==> src/rtl/fetch_ctrl.sv <==
module fetch_ctrl #(
  parameter int ADDR_W = 32,
  parameter int SEQ_W = 16,
  parameter int CNT_W = 16,
  parameter int INST_BYTES = 4,
  parameter logic [ADDR_W-1:0] RESET_PC = '0
) (
  input  logic              clk,
  input  logic              rst_n,
  input  logic              cmt_squash,
  input  logic [ADDR_W-1:0] cmt_pc,
  input  logic [SEQ_W-1:0]  cmt_seq,
  input  logic              rob_squashing,
  input  logic              dec_squash,
  input  logic [ADDR_W-1:0] dec_pc,
  input  logic [SEQ_W-1:0]  dec_seq,
  input  logic [3:0]        stall_in,
  input  logic              miss_in,
  input  logic              miss_done,
  input  logic              fault_in,
  output logic              fetch_en,
  output logic              fetch_replay,
  output logic [ADDR_W-1:0] pc,
  output logic [ADDR_W-1:0] next_pc,
  output logic              miss_cancel,
  output logic              pred_squash,
  output logic [SEQ_W-1:0]  pred_squash_seq,
  output logic              pred_update,
  output logic [SEQ_W-1:0]  pred_update_seq,
  output logic [2:0]        state,
  output logic [CNT_W-1:0]  cnt_squash,
  output logic [CNT_W-1:0]  cnt_blocked,
  output logic [CNT_W-1:0]  cnt_fetch
);
  typedef enum logic [2:0] {
    S_IDLE = 3'd0, S_RUN = 3'd1, S_SQ = 3'd2, S_BLK = 3'd3, S_MISS = 3'd4, S_DONE = 3'd5
  } st_t;

  localparam logic [ADDR_W-1:0] INST_INC = ADDR_W'(INST_BYTES);
  localparam logic [CNT_W-1:0] CNT_MAX = '1;

  st_t state_q, state_d;
  logic go, rep, redir, inc_sq, inc_blk;
  logic [ADDR_W-1:0] rpc;

  wire any_stall  = |stall_in;
  wire resp_miss  = fetch_en & ~fetch_replay & miss_in;
  wire resp_fault = fetch_en & ~fetch_replay & fault_in;

  always_comb begin
    state_d = state_q;
    go = 1'b0;
    rep = 1'b0;
    redir = 1'b0;
    rpc = cmt_pc;
    pred_squash = 1'b0;
    pred_squash_seq = cmt_seq;
    inc_sq = 1'b0;
    inc_blk = 1'b0;
    if (cmt_squash) begin
      state_d = S_SQ;
      redir = 1'b1;
      pred_squash = 1'b1;
      inc_sq = 1'b1;
    end else if (rob_squashing) begin
      state_d = S_SQ;
      inc_sq = 1'b1;
    end else if (dec_squash && state_q != S_SQ) begin
      state_d = S_SQ;
      redir = 1'b1;
      rpc = dec_pc;
      pred_squash = 1'b1;
      pred_squash_seq = dec_seq;
      inc_sq = 1'b1;
    end else begin
      if (dec_squash) begin
        pred_squash = 1'b1;
        pred_squash_seq = dec_seq;
      end
      if (any_stall) begin
        state_d = S_BLK;
        inc_blk = 1'b1;
      end else if (state_q == S_BLK) begin
        state_d = S_RUN;
        inc_blk = 1'b1;
      end else if (resp_miss) begin
        state_d = S_MISS;
      end else if (resp_fault) begin
        state_d = S_BLK;
      end else begin
        case (state_q)
          S_MISS: if (miss_done) state_d = S_DONE;
          S_DONE: begin go = 1'b1; rep = 1'b1; state_d = S_RUN; end
          default: begin go = 1'b1; state_d = S_RUN; end
        endcase
      end
    end
  end

  assign pred_update     = ~cmt_squash & (|cmt_seq);
  assign pred_update_seq = cmt_seq;
  assign miss_cancel     = redir & ((state_q == S_MISS) | resp_miss);
  assign state           = state_q;

  always_ff @(posedge clk) begin
    if (!rst_n) begin
      state_q      <= S_IDLE;
      fetch_en     <= 1'b0;
      fetch_replay <= 1'b0;
      pc           <= RESET_PC;
      next_pc      <= RESET_PC + INST_INC;
      cnt_squash   <= '0;
      cnt_blocked  <= '0;
      cnt_fetch    <= '0;
    end else begin
      state_q      <= state_d;
      fetch_en     <= go;
      fetch_replay <= rep;
      if (redir) begin
        pc      <= rpc;
        next_pc <= rpc + INST_INC;
      end
      if (inc_sq && cnt_squash != CNT_MAX) cnt_squash <= cnt_squash + 1'b1;
      if (inc_blk && cnt_blocked != CNT_MAX) cnt_blocked <= cnt_blocked + 1'b1;
      if (go && cnt_fetch != CNT_MAX) cnt_fetch <= cnt_fetch + 1'b1;
    end
  end


  cmt_redirect_chk: assert property (@(posedge clk) disable iff (!rst_n)
    cmt_squash |=> (state_q == S_SQ) && !fetch_en && (pc == $past(cmt_pc)) &&
                   (next_pc == $past(cmt_pc) + INST_INC));


  rob_hold_chk: assert property (@(posedge clk) disable iff (!rst_n)
    (rob_squashing && !cmt_squash) |=> (state_q == S_SQ) && !fetch_en && $stable(pc));


  stall_block_chk: assert property (@(posedge clk) disable iff (!rst_n)
    (!cmt_squash && !rob_squashing && !(dec_squash && state_q != S_SQ) && (stall_in != 4'd0))
      |=> (state_q == S_BLK) && !fetch_en);


  block_exit_chk: assert property (@(posedge clk) disable iff (!rst_n)
    (state_q == S_BLK && !cmt_squash && !rob_squashing && !dec_squash && stall_in == 4'd0)
      |=> (state_q == S_RUN) && !fetch_en);


  replay_src_chk: assert property (@(posedge clk) disable iff (!rst_n)
    fetch_replay |-> $past(state_q) == S_DONE);


  cancel_leave_chk: assert property (@(posedge clk) disable iff (!rst_n)
    miss_cancel |=> state_q == S_SQ);


  squash_sat_chk: assert property (@(posedge clk) disable iff (!rst_n)
    (cnt_squash == CNT_MAX) |=> (cnt_squash == CNT_MAX));


  fetch_sat_chk: assert property (@(posedge clk) disable iff (!rst_n)
    (cnt_fetch == CNT_MAX) |=> (cnt_fetch == CNT_MAX));
endmodule

==> config.mk <==
export PLATFORM = sky130hd
export DESIGN_NAME = fetch_ctrl
export DESIGN_NICKNAME = d
export VERILOG_FILES = /design/src/rtl/fetch_ctrl.sv
export SDC_FILE = /design/constraint.sdc
export NUM_CORES = 1
export LEC_CHECK = 0
export CAP_MARGIN = 20
export CORE_MARGIN = 2
export CORE_UTILIZATION = 35
export DETAILED_ROUTE_END_ITERATION = 16
export DONT_BUFFER_PORTS = 1
export SLEW_MARGIN = 10
export SYNTH_ARGS = -nofsm -noshare
export SYNTH_HDL_FRONTEND = slang
export SYNTH_SLANG_ARGS = --single-unit
==> constraint.sdc <==
create_clock -name clk -period 6.1 [get_ports clk]
set_input_delay 1.22 -clock clk [delete_from_list [all_inputs] [get_ports clk]]
set_output_delay 1.22 -clock clk [all_outputs]
set_load 0.01 [all_outputs]
== Word-level counts from Yosys, hierarchy flattened ==
Index checks and enable logic that the tools add are counted.

* Register bits: 117
* Input port bits: 108
* Output and inout bits: 152

* Add/subtract/negate cells: 4
* Equality and inequality tests: 10
* Mux-type cells: 39
* Bitwise operators: 9
* Reduce and logical (&&, ||, !) cells: 9

{| class="wikitable"
|+ Operators by type and width
! kind !! count
|-
| 32-bit 2-to-1 mux || 3
|-
| 16-bit 2-to-1 mux || 4
|-
| 16-bit by 1-bit adder with 16-bit output, second input constant || 3
|-
| 16-bit inequality test, second input constant || 3
|-
| 32-bit by 3-bit adder with 32-bit output, second input constant || 1
|-
| 1-bit 2-to-1 mux || 23
|-
| 16-bit OR reduction || 1
|-
| 3-bit 2-to-1 mux || 4
|-
| 11-bit OR reduction || 1
|-
| 2-bit 2-to-1 mux || 5
|-
| 9-bit inequality test, second input constant || 1
|-
| 9-bit OR reduction || 1
|-
| 4-bit OR reduction || 2
|-
| 3-bit equality test, second input constant || 2
|-
| 6-bit inequality test, second input constant || 1
|-
| 1-bit bitwise AND || 5
|-
| 1-bit logical AND || 4
|-
| 4-bit inequality test, second input constant || 1
|-
| 3-bit by 2-bit equality test with 1-bit output, second input constant || 1
|-
| 3-bit by 2-bit inequality test with 1-bit output, second input constant || 1
|-
| 1-bit inverter || 3
|-
| 1-bit OR || 1
|}

== Logic depth before layout (Yosys ltp) ==
* Depth after elaboration: 11
* Depth in mapped cells: 14
* Depth with buffers taken out: 11

== Least setup slack after synthesis ==
No wires, ideal clock.

* Path kind: input -> register
* From: input port cmt_squash
* To: register next_pc[26]
* Arrival: 4.688 ns
* Setup slack: 1.349 ns
* Stages: 14
* Path buffers: 3
* Path through: buf_2 or3b_4 nor2_1 clkbuf_1 clkbuf_1 nand2_1 nand2_1 ha_1 nand3_1 or4_4 a222oi_1 o21ai_2 or3_1 nand3_1

* Longest elaborated chain between the ends: 2
* Elaborated cells on any way between the ends: 3
* Classes of those cells: add/sub (1); mux (2)

{| class="wikitable"
|+ Ends and longest elaborated chain
! element !! line !! source
|-
| start: declaration || 10 || <nowiki>input logic cmt_squash,</nowiki>
|-
| 32-bit 2-to-1 mux || 60 || <nowiki>if (cmt_squash) begin</nowiki>
|-
| via rpc[2] || 44 || <nowiki>logic [ADDR_W-1:0] rpc;</nowiki>
|-
| 32-bit by 3-bit adder with 32-bit output || 121 || <nowiki>next_pc <= rpc + INST_INC;</nowiki>
|-
| end signal: assignment || 111 || <nowiki>next_pc <= RESET_PC + INST_INC;</nowiki>
|-
| end signal: assignment || 121 ||
|-
| end: declaration || 24 || <nowiki>output logic [ADDR_W-1:0] next_pc,</nowiki>
|}

The timed path passes the listed nets, and every way through them passes these cells.
A chain may end at the register's enable or synchronous reset.

== Final worst setup path ==
* From: input port dec_squash
* To: register next_pc[26]

* Longest elaborated chain between the ends: 5
* Elaborated cells on any way between the ends: 8
* Classes of those cells: add/sub (1); mux (6); reduce/logical (1)

{| class="wikitable"
|+ Ends and longest elaborated chain
! element !! line !! source
|-
| start: declaration || 14 || <nowiki>input logic dec_squash,</nowiki>
|-
| 1-bit logical AND || 68 || <nowiki>end else if (dec_squash && state_q != S_SQ) begin</nowiki>
|-
| 32-bit 2-to-1 mux || 68 ||
|-
| 32-bit 2-to-1 mux || 65 || <nowiki>end else if (rob_squashing) begin</nowiki>
|-
| 32-bit 2-to-1 mux || 60 ||
|-
| via rpc[3] || 44 ||
|-
| 32-bit by 3-bit adder with 32-bit output || 121 ||
|}

The timed path passes the listed nets, and every way through them passes these cells.

==> flow_summary_export.csv <==
group,metric,value,unit
die,fp.dieW,138,um
yosys,ys_types,56,
global_route,grt_use_total,21.3,%
setup_path,critPathTopFamily,"simple AND/OR/NAND/NOR gates",
setup_path,crit_buf_inv,2,
yosys,yosysTopAreaCell,"dfxtp_1",
yosys,yosysWarningCount,0,
detailed_routing,routed_wl,20.9,mm
finish,nets,889,
clocking,cts_resized,0,
run_status,status,"complete, no violations",
yosys,synthCells,810,
setup_path,cp.required,6460,ps
placement,io_buffers,0,
detailed_routing,final_antenna_net_count,0,
detailed_routing,drt-initial-drc-count,413,
finish,post-route-util,39.5,%
die,start_util,35.4,%
setup_path,criticalPathCategory,"in -> reg",
setup_path,cp_cell_sequence,"nor3b_2 -> buf_4 -> nand2_1 -> nand2_1 -> nand2_1 -> ha_1 -> nand3_1 -> or4_4 -> a222oi_1 -> buf_4 -> o21ai_2 -> or3_1 -> nand3_1",
setup_path,r2r_slack,2310,ps
global_route,grt_pass1_vias,5397,
setup_path,r2r-start,"state[1]$_SDFFE_PN0P_",
setup_path,cp.arrival,4250,ps
placement,hpwlAfterDp,15.4,mm
sta,slew_headroom,32.8,%
clocking,htree_levels,4,
clocking,clkTransAtPathRegs,60,ps
clocking,cts_tree,"yes",
global_route,grt_antenna_before_repair,1,
power_and_ir_drop,cellLeakagePower,2.59,nW
sta,finClkSkew,5.40,ps
sta,max_freq,257,MHz
sta,hold_viol,0,
power_and_ir_drop,vdd_drop_max,187,uV
yosys,synthFlopType,"dfxtp_1",
finish,area_growth,11.5,%
setup_path,startpoint_type,"primary input",
die,dieArea,0.0191,mm2
min_path,min-delay-path-class,"reg -> reg",
clocking,cts.sinks,115,
setup_path,cp-end-kind,"flip-flop",
setup_path,max_stage_delay,570,ps
sta,setup_tns,0,ps
setup_path,cp_max_fo,31,
sta,period_needed,3890,ps
clocking,post_cts_buffers,0,
power_and_ir_drop,power,0.00208,W
yosys,synth_top_cell_area_share,36.6,%
clocking,cts_buffers,17,
yosys,synth_area_leaders,"dfxtp_1 37%, nand2_1 7.6%, nor2_1 6.1%, mux2i_1 5.1%, xnor2_1 4.0%",
yosys,synth.top_cells.by_count,"128 x nand2_1, 115 x dfxtp_1, 103 x nor2_1, 49 x nand3_1, 37 x clkbuf_1",
die,rows,49,
yosys,ys_ff_latch,115,
yosys,netlist_area,0.00629,mm2
global_route,grt_pass1_wl,32.0,mm
run,cap_viol_max_count,0,
global_route,grt_max_degree,70,
die,ios,260,
detailed_routing,wl_per_cell,20.4,um
clocking,cts_root_buf,"clkbuf_16",
sta,setup_viol,0,
sta,worstMarginPinSlew,999,ps
setup_path,cp-endpoint,"next_pc[26]$_SDFFE_PN0P_",
yosys,syn_area_per_cell,7.76,um2
finish,drive_gt1_share,7.85,%
detailed_routing,post_drt_via_cell_ratio,5.70,
detailed_routing,vias,5816,
setup_path,crit_start,"dec_squash",
sta,rsz0062_at_grt,"no",
yosys,async_flop_share,0,%
setup_path,r2r_cells,13,
setup_path,r2r_end,"next_pc[26]$_SDFFE_PN0P_",
die,die_y,138,um
placement,gp_congestion,0.933,
clocking,clkLatencyLatePin,420,ps
clocking,hold_buffers,0,
detailed_routing,drc,0,
sta,slew_violations,0,
clocking,clockBufferDepth,2,
die,coreArea,0.0178,mm2
sta,fin_crit_sh,63.8,%
yosys,synth_fp_nets,922,
yosys,synth.most_common_cell,"nand2_1",
yosys,yosysSeqAreaShare,36.6,%
setup_path,crit_top_cell,"nand2_1",
setup_path,cp.depth,13,
setup_path,critPathSlowestCell,"nand2_1",
yosys,synth_edf_count,0,
detailed_routing,first_pass_iters,7,
global_route,overflow,0,
power_and_ir_drop,powerDensity,297,mW/mm2
-- routing by layer --
layer / GRT usage, % / part of all wire, % / up-vias
li1: - / - / 2788
met1: 25.0 / 40 / 2698
met2: 34.7 / 47 / 301
met3: 9.08 / 11 / 29
met4: 8.27 / 2.0 / 0
met5: 0 / 0 / -
-- worst min path at each step --
| stage | start | end | slack [ps] | cells past startpoint |
|---|---|---|---|---|
| 3_5_place_dp | next_pc[13]$_SDFFE_PN0P_ | next_pc[13]$_SDFFE_PN0P_ | 500 | 2 |
| 4_1_cts | next_pc[13]$_SDFFE_PN0P_ | next_pc[13]$_SDFFE_PN0P_ | 510 | 2 |
| 5_1_grt | next_pc[23]$_SDFFE_PN0P_ | next_pc[23]$_SDFFE_PN0P_ | 530 | 2 |
| 2_1_floorplan | next_pc[2]$_SDFFE_PN1P_ | next_pc[2]$_SDFFE_PN1P_ | 470 | 2 |
| 3_3_place_gp | next_pc[13]$_SDFFE_PN0P_ | next_pc[13]$_SDFFE_PN0P_ | 490 | 2 |
| 6_report | next_pc[2]$_SDFFE_PN1P_ | next_pc[2]$_SDFFE_PN1P_ | 500 | 2 |
-- placed cells by master (no fill, tap or decap), types with 22 or more instances in the layout --
cell type,Yosys,final
nand2_1,128,128
dfxtp_1,115,115
nor2_1,103,102
nand3_1,49,49
mux2i_1,32,32
xnor2_1,29,29
xor2_1,26,26
a211oi_1,25,25
nand4_1,24,24
a21oi_1,24,23
o21ai_0,22,22
-- flip-flops by register name, summed over array words and instances (netlist names) --
| register | count |
|---|---|
| pc | 32 |
| next_pc | 30 |
| cnt_blocked | 16 |
| cnt_fetch | 16 |
| cnt_squash | 16 |
| state | 3 |
| fetch_en | 1 |
| fetch_replay | 1 |
-- kinds of logic (layout without fill, tap and decap cells) --
group | after synthesis | in the layout | share of synthesized area [%]
fa+ha+maj | 4 | 4 | 0.796
simple gates | 413 | 413 | 31.4
buf+inv | 70 | 50 | 5.29
other cells | 0 | 2 | 0
mux | 38 | 38 | 6.17
compound gates | 115 | 115 | 12.1
flops | 115 | 115 | 36.6
xor+xnor | 55 | 55 | 7.66
-- area by class of cell --
type | instances | area (um2)
repair buffers | 10 | 75.1
well taps | 229 | 287
flip-flops and latches | 115 | 2300
diodes | 2 | 5.00
clock buffers | 17 | 425
fillers | 1842 | 10800
multi-input cells | 625 | 3680
inverters | 8 | 30.0
clock inverters | 15 | 206
-- worst register-to-register path, cell delays in order, from the launching register on --
cell and delay, ps:
dfxtp_1 490, or3b_1 370, buf_4 230, nand2_1 560, nand2_1 120, nand2_1 110
ha_1 240, nand3_1 90, or4_4 450, a222oi_1 330, buf_4 240, o21ai_2 70
or3_1 340, nand3_1 90
-- where the power goes --
part | leakage (nW) | internal [W] | switching (W)
Clock | 0.304 | 0.000688 | 0.000391
Combinational | 1.34 | 0.0000588 | 0.000107
Sequential | 0.942 | 0.000788 | 0.0000509
Total | 2.59 | 0.00153 | 0.000548
-- per-stage QoR --
| stage | area [um2] | hold WS (ps) | setup WS [ps] | std cells |
|---|---|---|---|---|
| 2_1_floorplan | 6290 | 467 | 1350 | 810 |
| 3_3_place_gp | 6380 | 493 | 1850 | 987 |
| 3_5_place_dp | 6380 | 500 | 1770 | 987 |
| 4_1_cts | 7010 | 507 | 2200 | 1019 |
| 5_1_grt | 7010 | 533 | 2010 | 1020 |
| 6_report | 7010 | 504 | 2210 | 1021 |
(Power assumes the default switching activity.)
